`src/rtl/cdr_pkg.sv`:
```
package cdr_pkg;
  localparam int unsigned RATIO_W = 2;

  typedef enum logic [RATIO_W-1:0] {
    RATIO_X1 = 2'd0,
    RATIO_X2 = 2'd1,
    RATIO_X4 = 2'd2,
    RATIO_X8 = 2'd3
  } ratio_e;

  // Base code from the flags; the 32-bit width steps any non-x1 code up by one.
  function automatic ratio_e pick_ratio(input logic enc, input logic cmp, input logic wide);
    logic [RATIO_W-1:0] code;
    if (!enc && !cmp) begin
      code = RATIO_X1;
    end else begin
      code = cmp ? RATIO_X4 : RATIO_X2;
      if (wide) code = code + 2'd1;
    end
    return ratio_e'(code);
  endfunction
endpackage

```
`src/rtl/cdr_word_counter.sv`:
```
module cdr_word_counter #(
  parameter int unsigned LAST_IDX = 229,
  localparam int unsigned SAT     = LAST_IDX + 1,
  localparam int unsigned CNT_W   = $clog2(SAT + 1)
) (
  input  logic             clk,
  input  logic             rst_n,
  input  logic             clr_i,
  input  logic             acc_i,
  output logic [CNT_W-1:0] cnt_o,
  output logic             sat_o
);
  localparam logic [CNT_W-1:0] SAT_V = CNT_W'(SAT);

  assign sat_o = (cnt_o == SAT_V);

  always_ff @(posedge clk or negedge rst_n) begin
    if (!rst_n)                cnt_o <= '0;
    else if (clr_i)            cnt_o <= '0;
    else if (acc_i && !sat_o)  cnt_o <= cnt_o + 1'b1;
  end

  a_r9_cnt_bound: assert property (@(posedge clk) disable iff (!rst_n)
    cnt_o <= SAT_V);
  a_r9_cnt_hold: assert property (@(posedge clk) disable iff (!rst_n)
    (sat_o && !clr_i) |=> sat_o);
  a_r11_cnt_clear: assert property (@(posedge clk) disable iff (!rst_n)
    clr_i |=> (cnt_o == '0));
endmodule

```
`src/rtl/cdr_hdr_decode.sv`:
```
module cdr_hdr_decode #(
  parameter int unsigned DATA_W  = 32,
  parameter int unsigned CNT_W   = 8,
  parameter int unsigned ENC_IDX = 69,
  parameter int unsigned ENC_LSB = 2,
  parameter int unsigned CMP_IDX = 229,
  parameter int unsigned CMP_BIT = 1
) (
  input  logic              clk,
  input  logic              rst_n,
  input  logic              clr_i,
  input  logic              take_i,
  input  logic              last_i,
  input  logic [CNT_W-1:0]  cnt_i,
  input  logic [DATA_W-1:0] data_i,
  output logic              enc_q_o,
  output logic              hit_cmp_o,
  output logic              cmp_now_o,
  output logic              short_end_o
);
  localparam logic [CNT_W-1:0] ENC_V = CNT_W'(ENC_IDX);
  localparam logic [CNT_W-1:0] CMP_V = CNT_W'(CMP_IDX);

  logic at_enc;
  assign at_enc      = take_i && (cnt_i == ENC_V);
  assign hit_cmp_o   = take_i && (cnt_i == CMP_V);
  assign cmp_now_o   = ~data_i[CMP_BIT];
  assign short_end_o = take_i && last_i && (cnt_i < CMP_V);

  always_ff @(posedge clk or negedge rst_n) begin
    if (!rst_n)      enc_q_o <= 1'b0;
    else if (clr_i)  enc_q_o <= 1'b0;
    else if (at_enc) enc_q_o <= |data_i[ENC_LSB+1:ENC_LSB];
  end

  a_r2_enc_frozen: assert property (@(posedge clk) disable iff (!rst_n)
    (cnt_i > ENC_V && !clr_i) |=> $stable(enc_q_o));
  a_r10_short_not_hit: assert property (@(posedge clk) disable iff (!rst_n)
    !(short_end_o && hit_cmp_o));
endmodule

```
`src/rtl/cdr_result_reg.sv`:
```
module cdr_result_reg
  import cdr_pkg::*;
(
  input  logic               clk,
  input  logic               rst_n,
  input  logic               clr_i,
  input  logic               hit_i,
  input  logic               short_i,
  input  logic               enc_i,
  input  logic               cmp_i,
  input  logic               wide_i,
  output logic [RATIO_W-1:0] ratio_o,
  output logic               vld_o,
  output logic               wide_o,
  output logic               done_o,
  output logic               err_o
);
  ratio_e ratio_nx;
  assign ratio_nx = pick_ratio(enc_i, cmp_i, wide_i);

  always_ff @(posedge clk or negedge rst_n) begin
    if (!rst_n) begin
      ratio_o <= '0; vld_o <= 1'b0; wide_o <= 1'b0; done_o <= 1'b0; err_o <= 1'b0;
    end else if (clr_i) begin
      ratio_o <= '0; vld_o <= 1'b0; wide_o <= 1'b0; done_o <= 1'b0; err_o <= 1'b0;
    end else begin
      done_o <= hit_i;
      if (hit_i) begin
        ratio_o <= ratio_nx;
        wide_o  <= wide_i;
        vld_o   <= 1'b1;
      end
      if (short_i) err_o <= 1'b1;
    end
  end

  a_r8_done_single: assert property (@(posedge clk) disable iff (!rst_n)
    done_o |=> !done_o);
  a_r8_done_has_ratio: assert property (@(posedge clk) disable iff (!rst_n)
    done_o |-> vld_o);
  a_r10_err_excl: assert property (@(posedge clk) disable iff (!rst_n)
    !(err_o && vld_o));
  a_r10_err_sticky: assert property (@(posedge clk) disable iff (!rst_n)
    (err_o && !clr_i) |=> err_o);
  a_r9_result_hold: assert property (@(posedge clk) disable iff (!rst_n)
    (vld_o && !clr_i) |=> ($stable(ratio_o) && $stable(wide_o) && vld_o));
  a_r6_wide_no_x2: assert property (@(posedge clk) disable iff (!rst_n)
    (vld_o && wide_o) |-> (ratio_o != RATIO_X2));
  a_r11_clear: assert property (@(posedge clk) disable iff (!rst_n)
    clr_i |=> (!err_o && !vld_o && !done_o && !wide_o));
endmodule

```
`src/rtl/cdr_hdr_ratio_sel.sv`:
```
module cdr_hdr_ratio_sel
  import cdr_pkg::*;
#(
  parameter int unsigned DATA_W  = 32,
  parameter int unsigned ENC_IDX = 69,
  parameter int unsigned ENC_LSB = 2,
  parameter int unsigned CMP_IDX = 229,
  parameter int unsigned CMP_BIT = 1
) (
  input  logic               clk,
  input  logic               rst_n,
  input  logic               start_i,
  input  logic               wide_i,
  input  logic               wd_valid_i,
  input  logic               wd_last_i,
  input  logic [DATA_W-1:0]  wd_data_i,
  output logic               wd_valid_o,
  output logic [DATA_W-1:0]  wd_data_o,
  output logic [RATIO_W-1:0] ratio_o,
  output logic               ratio_vld_o,
  output logic               wide_o,
  output logic               done_o,
  output logic               err_o
);
  localparam int unsigned CNT_W = $clog2(CMP_IDX + 2);

  logic [CNT_W-1:0] cnt;
  logic             sat, take, enc_q, hit_cmp, cmp_now, short_end;

  assign wd_valid_o = wd_valid_i;
  assign wd_data_o  = wd_data_i;

  // A word is taken while counting is still open and no error is pending.
  assign take = wd_valid_i && !start_i && !err_o && !sat;

  cdr_word_counter #(.LAST_IDX(CMP_IDX)) u_cnt (
    .clk(clk), .rst_n(rst_n), .clr_i(start_i), .acc_i(take),
    .cnt_o(cnt), .sat_o(sat)
  );

  cdr_hdr_decode #(
    .DATA_W(DATA_W), .CNT_W(CNT_W), .ENC_IDX(ENC_IDX), .ENC_LSB(ENC_LSB),
    .CMP_IDX(CMP_IDX), .CMP_BIT(CMP_BIT)
  ) u_dec (
    .clk(clk), .rst_n(rst_n), .clr_i(start_i), .take_i(take), .last_i(wd_last_i),
    .cnt_i(cnt), .data_i(wd_data_i), .enc_q_o(enc_q), .hit_cmp_o(hit_cmp),
    .cmp_now_o(cmp_now), .short_end_o(short_end)
  );

  cdr_result_reg u_res (
    .clk(clk), .rst_n(rst_n), .clr_i(start_i), .hit_i(hit_cmp), .short_i(short_end),
    .enc_i(enc_q), .cmp_i(cmp_now), .wide_i(wide_i), .ratio_o(ratio_o),
    .vld_o(ratio_vld_o), .wide_o(wide_o), .done_o(done_o), .err_o(err_o)
  );

  a_r8_done_after_hit: assert property (@(posedge clk) disable iff (!rst_n)
    (hit_cmp && !start_i) |=> done_o);
  a_r10_err_after_short: assert property (@(posedge clk) disable iff (!rst_n)
    (short_end && !start_i) |=> err_o);
  a_r1_pass: assert property (@(posedge clk) disable iff (!rst_n)
    sat |-> !hit_cmp && !short_end);
endmodule

```
`config.mk`:
```
export PLATFORM = sky130hd
export DESIGN_NAME = cdr_hdr_ratio_sel
export DESIGN_NICKNAME = d
export VERILOG_FILES = /design/src/rtl/cdr_pkg.sv /design/src/rtl/cdr_word_counter.sv /design/src/rtl/cdr_hdr_decode.sv /design/src/rtl/cdr_result_reg.sv /design/src/rtl/cdr_hdr_ratio_sel.sv
export SDC_FILE = /design/constraint.sdc
export NUM_CORES = 1
export LEC_CHECK = 0
export BUFFER_PORTS_ARGS = -buffer_cell sky130_fd_sc_hd__buf_2
export CAP_MARGIN = 25
export CELL_PAD_IN_SITES_DETAIL_PLACEMENT = 0
export CELL_PAD_IN_SITES_GLOBAL_PLACEMENT = 1
export CORE_ASPECT_RATIO = 1.1
export CORE_UTILIZATION = 23
export CTS_CLUSTER_DIAMETER = 50
export CTS_CLUSTER_SIZE = 24
export DETAILED_ROUTE_END_ITERATION = 16
export GPL_TIMING_DRIVEN = 0
export PLACE_DENSITY = 0.78
export SLEW_MARGIN = 20
export SYNTH_ARGS = -nofsm -noshare
export SYNTH_HDL_FRONTEND = slang
export SYNTH_SLANG_ARGS = --single-unit
```
`constraint.sdc`:
```
create_clock -name clk -period 2.4 [get_ports clk]
set_input_delay 0.72 -clock clk [delete_from_list [all_inputs] [get_ports clk]]
set_output_delay 0.72 -clock clk [all_outputs]
set_load 0.05 [all_outputs]
```
; After elaboration in Yosys (flattened, before gate mapping)
; Cells that the tools add are included.
[classes]
add_sub_neg = 2
order_cmp = 1
eq_ne = 3
n_reduce_logical = 18
mux = 16
[op_table]
columns = cell, count
row1 = $eq 8x8->1 const B, 2
row2 = $mux 8, 2
row3 = $mux 2, 5
row4 = $logic_and 1x1->1, 9
row5 = $mux 1, 9
row6 = $add 8x1->8 const B, 1
row7 = $eq 8x7->1 const B, 1
row8 = $lt 8x8->1 const B, 1
row9 = $reduce_bool 2->1, 4
row10 = $logic_not 1->1, 4
row11 = $add 2x1->2 const B, 1
row12 = $reduce_or 2->1, 1
[totals]
out_inout_bits = 39
elab_cells = 47
inputBits = 38
ff_bits = 15

; Depth between registers and ports, before layout
[depth]
ltp_word = 8
depth_mapped = 7
depth_no_buf = 6

; Modules after synthesis
; From an unflattened synthesis, not the netlist that was laid out.
[unflattened]
hier_cells = 122
hier_area_um2 = 1087.3
[by_module_without_submodules]
columns = module, area_per_inst_um2, seq_area_each_um2, cells_each, instances
row1 = cdr_word_counter, 459.2, 200.2, 49, 1
row2 = cdr_hdr_ratio_sel, 262.8, 0.0, 34, 1
row3 = cdr_result_reg, 249.0, 150.1, 23, 1
row4 = cdr_hdr_decode, 116.4, 25.0, 16, 1

; Worst setup path before layout
; Ideal clock, no wire load.
[synth_path]
kind = input port to flip-flop
startpoint = input port start_i
endpoint = register u_res.ratio_o[0]
slack_ns = 0.224
n_path_buf = 1
t_arrival_ns = 2.050
setup_ns = 0.125
t_required_ns = 2.275
cell_stages = 4
path_cell_list = or3b_4 -> or4b_1 -> buf_2 -> mux2_4
[synth_via]
elab_chain_cells = 6
word_cells_on_any_way = 7
cone_classes = mux: 1 / reduce/logical: 6
[synth_rtl]
columns = item, line_no
row1 = from (decl), cdr_hdr_ratio_sel.sv:12  ; input logic start_i,
row2 = $logic_not 1->1, cdr_hdr_ratio_sel.sv:34  ; assign take = wd_valid_i && !start_i && !err_o && !sat;
row3 = $logic_and 1x1->1 (3 in a row), cdr_hdr_ratio_sel.sv:34
row4 = $logic_and 1x1->1, cdr_hdr_decode.sv:26  ; assign hit_cmp_o = take_i && (cnt_i == CMP_V);
row5 = $reduce_bool 2->1 (no line), n/a
row6 = to (signal assigned), cdr_result_reg.sv:29  ; ratio_o <= ratio_nx;
row7 = to (decl), cdr_result_reg.sv:12  ; output logic [RATIO_W-1:0] ratio_o,
; Several ways; a longest one is shown, not always the timed one.
; A chain may end at the register's enable or synchronous reset.

; Worst setup path after layout
[layout_path]
startpoint = input port start_i
endpoint = register u_res.ratio_o[1]
; The elaborated chain is that of the path after synthesis.

==> flow_summary.ini <==
[critical_path]
cp-start-kind = input pin
ff2ff_path_depth = 4
endpoint_kind = flop
crit_required_ns = 2.53
crit_fanout = 6
crit_type = in2reg
arrival_ns = 2.22

[synthesis]
synth-async-reset-ratio = 1.00
syn-cell-area_mm2 = 0.00109
synth_ff_type = dfrtp_1
yosys-top-cells-area = dfrtp_1 (35%), buf_4 (23%), ha_1 (5.8%)
synth_edf_count = 0
synth_top_area_frac = 0.345
yosysSeqAreaShare = 0.345
synth_cells = 117
ys_types = 30
ys_ff_latch = 15
synth_fp_nets = 160
synth.most_common_cell = buf_4
yosys.area.top_type = dfrtp_1
yosys_warnings = 0
syn_area_per_cell_um2 = 9.29
synthTopCellsByCount = buf_4 (33), dfrtp_1 (15), inv_1 (9)

[pwr]
peakVddDrop_mv = 0.284
p_leak_nw = 0.767
power.switching_uw = 252
switching_share = 0.358
finalPower_uw = 702
power.density_mw_per_mm2 = 489
p_clk_frac = 0.297
p_int_uw = 451
combinationalPowerShare = 0.323
pwr-share-seq = 0.381

[clock_tree]
cts_buffers = 3
cts_resized = 0
cts_tree = done
post_cts.repair.setup_buffers = 0
path_clk_slew_ns = 0.06
root_buffer = clkbuf_8
cts.sinks = 15
clk_latency_ns = 0.25
cts_hold_buf = 0
cts_max_level = 1
clock_path_buffers = 2

[global_route]
grt_pass1_vias = 781
grt_max_degree = 16
grt_antenna_before_repair = 0
grt_pass1_wl_um = 3440
overflow = 0
grt_usage = 0.0898

[timing]
relSlewSlack = 0.692
max_freq_ghz = 0.479
tns_ns = 0
setup_violations = 0
hold_viol = 0
period_minus_slack_ns = 2.09
drv_slew = 0
rsz0062_at_grt = no
finClkSkew_ns = 0.00168
worst_pin_slew_ns = 0.462
fin_crit_sh = 0.871

[floorplan]
die_x_um = 67.6
start_util = 0.247
dieArea_mm2 = 0.00501
die_h_um = 74.1
core-area_mm2 = 0.00441
ios = 77
rows = 25

[finish]
drive_gt1_frac = 0.530
area_delta_synth_final_pct = 32.0
fin_nets = 212
diodes = 0

[place]
port_buffers = 47
place_congestion = 0.776
hpwl_um = 1750

[route]
wl_per_cell_um = 9.91
dr.pass1.iters = 4
routed_wl_um = 2200
drt-vias-per-instance = 4.22
ant_nets = 0
post-route-drc-count = 0
vias = 937
drt_iter0_markers = 17

[job]
drv_cap = 0

[outcome]
status = complete, no violations

[min_path]
hp-class = in2async
layer usage:
layer  vias up  track usage  wire [µm]
li1        469            -          -
met1       410        0.113        975
met2        58        0.147        991
met3         0       0.0383        235
met4         0      0.00709          0
met5         -            0          0
metrics by stage:
| step | setup WS (ns) | instance area (µm²) | instances | hold slack (ns) | utilization |
|---|---|---|---|---|---|
| 4_1_cts | 0.315 | 1440 | 222 | 0.383 | 0.325 |
| 3_3_place_gp | 0.0553 | 1390 | 218 | 0.473 | 0.315 |
| 2_1_floorplan | 0.224 | 1090 | 117 | 0.424 | - |
| 5_1_grt | 0.270 | 1440 | 222 | 0.402 | 0.325 |
| 3_5_place_dp | 0.0539 | 1390 | 218 | 0.479 | 0.315 |
| 6_report | 0.310 | 1440 | 222 | 0.376 | 0.325 |
worst paths after layout:
check	startpoint	end	slack (ns)
min reg2reg	u_res.vld_o	u_res.vld_o	0.49
min	rst_n	u_res.ratio_o[1]	0.38
max reg2reg	u_res.err_o	u_res.ratio_o[1]	0.49
min in group clk	u_res.vld_o	u_res.vld_o	0.49
max	start_i	u_res.ratio_o[1]	0.31
max in group asynchronous	rst_n	u_cnt.cnt_o[3]	1.76
flip-flops by register name, indices dropped and copies added, names as in the netlist:
signal and flops:
u_res.ratio_o 2, u_dec.enc_q_o 1, u_cnt.cnt_o 8, u_res.wide_o 1, u_res.done_o 1, u_res.vld_o 1
u_res.err_o 1
power by group through the flow:
| stage | registers [mW] | clock network (mW) | logic [mW] |
|---|---|---|---|
| floorplan | 0.275 | 0 | 0.177 |
| global placement | 0.272 | 0 | 0.226 |
| detailed placement | 0.272 | 0 | 0.229 |
| CTS | 0.267 | 0.217 | 0.229 |
| global route | 0.269 | 0.225 | 0.242 |
| finish | 0.267 | 0.208 | 0.227 |
layout make-up:
type / instances / area [µm²]
fillers: 474 / 2980
multi-input cells: 58 / 422
flip-flops and latches: 15 / 375
plain buffers: 35 / 256
repair buffers: 47 / 235
well taps: 54 / 67.6
clock buffers: 4 / 45.0
inverters: 9 / 33.8
critical path, stage by stage:
cell    delay [ns]
buf_2         0.10
or3b_4        0.43
or4b_1        0.50
buf_2         0.17
mux2_4        0.30
layout by cell type, fill, tap and decap left out, drive strengths merged:
master   count
a21oi        5
a41o         1
and4b        1
buf         81
clkbuf       5
dfrtp       15
ha           5
inv          9
mux2         3
mux2i        2
nand2        8
nand2b       1
nand3        2
nand3b       1
nand4        1
nand4bb      1
nor2         7
nor2b        3
o21a         1
o21ai        2
o221a        1
o311ai       1
o31ai        2
o32ai        2
or3          2
or3b         1
or4          3
or4b         2
cells by family (layout without fill, tap and decap cells):
logic type                 Yosys count  after routing  synth area share
buffers and inverters               44             95             0.267
AOI/OAI and AO/OA                   15             15            0.0967
adders and majority gates            5              5            0.0575
muxes                                5              5            0.0564
DFF                                 15             15             0.345
and+or+nand+nor                     33             33             0.177
(Power assumes the default switching activity.)
